`src/rtl/bus_hold_arbiter_pkg.sv`:
```
package bus_hold_arbiter_pkg;
  typedef struct packed {
    logic holdNext;
    logic suspSet;
    logic resumeFire;
  } arbStrobe_t;
endpackage

```
`src/rtl/bus_hold_arbiter_ctrl.sv`:
```
module bus_hold_arbiter_ctrl
  import bus_hold_arbiter_pkg::*;
(
  input  logic       rstN,
  input  logic       holdReq,
  input  logic       backoffReq,
  input  logic       accessActive,
  input  logic       holdAckQ,
  input  logic       suspPendQ,
  output arbStrobe_t strb,
  output logic       suspend
);
  logic inReset;
  logic atBoundary;

  always_comb begin
    inReset    = !rstN;
    // a boundary: no access in flight, or the grant is already held
    atBoundary = inReset || holdAckQ || !accessActive;
    strb.holdNext   = holdReq && atBoundary;
    // backoff takes the bus from a live access; it outranks hold
    strb.suspSet    = !inReset && backoffReq && accessActive && !holdAckQ;
    strb.resumeFire = !inReset && suspPendQ && !backoffReq;
    suspend         = !inReset && backoffReq;
  end
endmodule

```
`src/rtl/bus_hold_arbiter_state.sv`:
```
module bus_hold_arbiter_state
  import bus_hold_arbiter_pkg::*;
(
  input  logic       clk,
  input  logic       rstN,
  input  arbStrobe_t strb,
  input  logic       reqPending,
  input  logic       suspend,
  output logic       holdAckQ,
  output logic       suspPendQ,
  output logic       resume,
  output logic       busReq,
  output logic       floatEn
);
  // grant register deliberately not reset: hold works during reset
  always_ff @(posedge clk) begin
    holdAckQ <= strb.holdNext;
  end

  always_ff @(posedge clk) begin
    if (!rstN) begin
      suspPendQ <= 1'b0;
      resume    <= 1'b0;
    end else begin
      resume <= strb.resumeFire;
      if (strb.suspSet)
        suspPendQ <= 1'b1;
      else if (strb.resumeFire)
        suspPendQ <= 1'b0;
    end
  end

  always_comb begin
    busReq  = reqPending || suspPendQ;
    floatEn = holdAckQ || suspend;
  end
endmodule

```
`src/rtl/bus_hold_arbiter.sv`:
```
module bus_hold_arbiter
  import bus_hold_arbiter_pkg::*;
(
  input  logic clk,
  input  logic rstN,
  input  logic holdReq,
  input  logic backoffReq,
  input  logic reqPending,
  input  logic accessActive,
  output logic holdAck,
  output logic busReq,
  output logic floatEn,
  output logic suspend,
  output logic resume
);
  arbStrobe_t strb;
  logic       holdAckQ;
  logic       suspPendQ;

  bus_hold_arbiter_ctrl u_ctrl (
    .rstN        (rstN),
    .holdReq     (holdReq),
    .backoffReq  (backoffReq),
    .accessActive(accessActive),
    .holdAckQ    (holdAckQ),
    .suspPendQ   (suspPendQ),
    .strb        (strb),
    .suspend     (suspend)
  );

  bus_hold_arbiter_state u_state (
    .clk       (clk),
    .rstN      (rstN),
    .strb      (strb),
    .reqPending(reqPending),
    .suspend   (suspend),
    .holdAckQ  (holdAckQ),
    .suspPendQ (suspPendQ),
    .resume    (resume),
    .busReq    (busReq),
    .floatEn   (floatEn)
  );

  assign holdAck = holdAckQ;
endmodule

```
`config.mk`:
```
export PLATFORM = sky130hd
export DESIGN_NAME = bus_hold_arbiter
export DESIGN_NICKNAME = d
export VERILOG_FILES = /design/src/rtl/bus_hold_arbiter_pkg.sv /design/src/rtl/bus_hold_arbiter_ctrl.sv /design/src/rtl/bus_hold_arbiter_state.sv /design/src/rtl/bus_hold_arbiter.sv
export SDC_FILE = /design/constraint.sdc
export NUM_CORES = 1
export LEC_CHECK = 0
export CAP_MARGIN = 0
export CORE_AREA = 2 2 39 41
export CTS_BUF_LIST = sky130_fd_sc_hd__clkbuf_16
export DETAILED_ROUTE_END_ITERATION = 8
export DIE_AREA = 0 0 41 43
export PLACE_DENSITY = 0.36
export SKIP_CTS_REPAIR_TIMING = 1
export SLEW_MARGIN = 20
export SYNTH_ARGS = -nofsm -noshare
export SYNTH_HDL_FRONTEND = slang
export SYNTH_SLANG_ARGS = --single-unit
```
`constraint.sdc`:
```
create_clock -name clk -period 2.2 [get_ports clk]
set_clock_uncertainty 0.05 [all_clocks]
set_input_delay 0.44 -clock clk [delete_from_list [all_inputs] [get_ports clk]]
set_output_delay 0.44 -clock clk [all_outputs]
set_load 0.1 [all_outputs]
```
## Word level (Yosys, flattened, before mapping)

Index checks and enable logic that the tools add are counted.

- Bits in registers: 3
- Input port bits: 6
- Output and inout bits: 5
- Word-level logic and storage cells: 20

- Muxes and demuxes: 2
- Reductions and logical operators: 15

Operators by type and width:

| cell | count |
|---|---|
| $logic_and A1 B1 Y1 | 6 |
| $logic_not A1 Y1 | 4 |
| $logic_or A1 B1 Y1 | 4 |
| $mux W1 | 2 |
| $reduce_bool A2 Y1 | 1 |

## Longest topological paths before layout

- Depth in word-level cells: 4
- Mapped depth: 2
- Depth with buffers taken out: 2

## By module

Synthesis repeated with hierarchy kept, for this count alone.

- Cells, all modules: 15
- Area, all modules: 128.9 um^2

By module, submodules not included:

| module | instances | cells each | area each (um^2) | sequential area each (um^2) |
|---|---|---|---|---|
| bus_hold_arbiter_state | 1 | 8 | 92.6 | 60.1 |
| bus_hold_arbiter_ctrl | 1 | 7 | 36.3 | 0.0 |

## Worst setup path before layout

OpenSTA, ideal clock, no wires.

- Kind: flip-flop to output port
- Start: register u_state.holdAckQ
- End: output port floatEn
- Arrival time: 1751 ps
- Data required time: 1710 ps
- Slack: -41 ps
- Cell stages (with the launch flop): 2
- Buffers on the path: 0
- Cell sequence: dfxtp_1 -> or2_1

- Longest elaborated chain between the ends: 1

Ends and longest elaborated chain:

| element | RTL line | text |
|---|---|---|
| start, declared | bus_hold_arbiter_state.sv:9 | `output logic holdAckQ,` |
| start signal, assigned | bus_hold_arbiter_state.sv:17 | `holdAckQ <= strb.holdNext;` |
| $logic_or A1 B1 Y1 | bus_hold_arbiter_state.sv:35 | `floatEn = holdAckQ \|\| suspend;` |
| end, declared | bus_hold_arbiter.sv:12 | `output logic floatEn,` |

Every way passes these cells.

## Worst setup path in the final report

- Start: input port rstN
- End: output port floatEn

- Longest elaborated chain between the ends: 2

Ends and longest elaborated chain:

| element | RTL line | text |
|---|---|---|
| start, declared | bus_hold_arbiter.sv:5 | `input logic rstN,` |
| $logic_and A1 B1 Y1 | bus_hold_arbiter_ctrl.sv:24 | `suspend = !inReset && backoffReq;` |
| $logic_or A1 B1 Y1 | bus_hold_arbiter_state.sv:35 |  |

Every way passes these cells.

==> impl_metrics.toml <==
[status]
status = "finished clean"

[global_routing]
grtUsageMet2_pct = 5.31
grt_use_total_pct = 5.02
grt_max_degree = 4
first_global_vias = 131
grt_busiest_layer = "met3"
grt_overflow = 0
grt_pass1_wl_um = 517
antenna_found_initial = 0
use_met3_pct = 6.28
met1_usage_pct = 5.79

[floorplanning]
chipHeight_um = 43
start_util_pct = 7.96
die-area_um2 = 1760
design.core.area_um2 = 1380
io_pins = 11
die_x_um = 41
rows = 14

[placed_design]
gp_congestion = 0.501
dp_cells = 37
port-buffer-count = 10

[timing]
rsz0062_at_grt = "no"
clock.fmax_mhz = 496
setup_viol = 0
setup_tns_ps = 0
worstMarginPinSlew_ps = 280
fin_crit_ps = 2020
hold_viol_final = 0
slew_violations = 0
finalCritPeriodShare_pct = 91.6
relSlewSlack_pct = 81.5

[critical_path]
reg2reg_slack_ps = 1470
cp_max_fo = 3
end_kind = "output port"
path_cells = "clkdlybuf4s50_1 > and2_4 > or2_2 > buf_12"
crit_arrival_ps = 1530
cp_slowest_cell = "clkdlybuf4s50_1"
r2r_end = "u_state.holdAckQ"
critPathMaxStageDelay_ps = 440
rr_worst_depth = 2
critical_path_class = "in2out"
r2r-start = "u_state.holdAckQ"
startpoint_type = "input pin"
cp_data_required_time_ps = 1710

[min_path]
hp-start = "u_state.suspPendQ"
hold_class = "reg2reg"
hold_depth = 2
worst_hold_path.endpoint = "u_state.resume"

[power_and_ir_drop]
p_leak_nw = 0.146
power_frac_seq_pct = 14.2
switchingPower_w = 0.0000930
peakVddDrop_uv = 655
swShare_pct = 22.6
p_int_w = 0.000319
p_per_area_nw_per_um2 = 1230
pwr-share-comb_pct = 18.2
clock_power_share_pct = 67.6

[synth]
synthCells = 11
yosys.area.top_type = "dfxtp_1"
yosysWarnings = 0
synth_top_area_share_pct = 54.5
ys_ff_latch = 3
syn_area_um2 = 110
ys_seq_area_share_pct = 54.5
synth.area.top_cells = "dfxtp_1 (55%), and2_4 (8.0%), a21boi_0 (6.8%)"
avgSynthCellArea_um2 = 10.0
syn-num-nets = 17
yosys.cell_types.count = 9

[cells_and_area]
area_growth_pct = 203
n_fill_cell = 144
instances_no_fill = 41
drive_gt1_share_pct = 44.0
final-seq-area_um2 = 60.1
nets = 32
multi_input_area_um2 = 50.0
n_antenna_cell = 0
layout.cells.most_common = "clkdlybuf4s50_1"
layout_common_cells = "clkdlybuf4s50_1 (5), clkbuf_16 (3), buf_12 (3), dfxtp_1 (3)"

[cts]
clock_latency_ps = 220
htreeDepth = 1
cts_tree = "built"
numClockSinks = 3
clockBufferDepth = 2
cts_inserted_buffers = 3
cts_root_buffer = "clkbuf_16"
path_clk_slew_ps = 30

[drt]
detail_route.vias_per_cell = 3.20
routed_wl_um = 297
dr.pass1.iters = 1
ant_nets = 0
drc = 0
dr_total_vias = 131
wire_per_inst_um = 7.24
drtIter0Drc = 0

[run]
maxCapViolCount = 0
[per-stage QoR]
step,util [%],instance area (µm²),power [W],setup slack (ps),hold slack [ps]
global placement,18.4,255,0.000134,195,382
floorplan,-,110,0.000105,189,368
CTS,24.1,334,0.000418,179,388
global route,24.1,334,0.000432,159,408
detailed placement,18.4,255,0.000135,179,388
finish,24.1,334,0.000412,184,390
[registers in the layout, summed over array words and instances, names as in the netlist]
register and count:
u_state.resume 1, u_state.suspPendQ 1, u_state.holdAckQ 1
[Yosys cell counts, drive strengths merged]
| master | number |
|---|---|
| a21boi | 1 |
| dfxtp | 3 |
| nor2b | 1 |
| or2 | 2 |
| nand2 | 1 |
| o21a | 1 |
| and2 | 1 |
| nor2 | 1 |
[area by class of cell]
type                    count  area share, %
well taps                  16           5.99
clock buffers               3           22.5
clock inverters             1           1.12
flip-flops and latches      3           18.0
repair buffers             10           37.5
multi-input cells           8           15.0
[power groups by stage]
stage / registers [W] / clock network (W) / logic, W
final: 0.0000587 / 0.000279 / 0.0000750
after global routing: 0.0000593 / 0.000295 / 0.0000778
after global placement: 0.0000594 / 0 / 0.0000750
after CTS: 0.0000588 / 0.000284 / 0.0000756
after floorplan: 0.0000703 / 0 / 0.0000343
after detailed placement: 0.0000595 / 0 / 0.0000756
[critical path, delay by kind of cell]
| family | cells | cell delay, ps |
|---|---|---|
| buffers and inverters | 2 | 610 |
| AND/OR/NAND/NOR | 2 | 470 |
[cells by family (layout without fill, tap and decap cells)]
logic type / Yosys count / in the layout / synth area share [%]
AOI/OAI and AO/OA: 2 / 2 / 13.6
buffers and inverters: 0 / 14 / 0
DFF: 3 / 3 / 54.5
and+or+nand+nor: 6 / 6 / 31.8
[how the worst max path moves through the flow]
stage	start	cells past startpoint	end	slack, ps
2_1_floorplan	u_state.holdAckQ	1	floatEn	190
4_1_cts	rstN	4	floatEn	180
3_3_place_gp	rstN	4	floatEn	190
5_1_grt	rstN	4	floatEn	160
3_5_place_dp	rstN	4	floatEn	180
6_report	rstN	4	floatEn	180
[routing by layer]
| metal | wire, µm | part of all wire [%] | up-vias |
|---|---|---|---|
| met4 | 0 | 0 | 0 |
| li1 | - | - | 64 |
| met2 | 92 | 31 | 13 |
| met3 | 57 | 19 | 0 |
| met5 | 0 | 0 | - |
| met1 | 146 | 49 | 54 |
No activity file was read; power rests on OpenSTA's default activity.
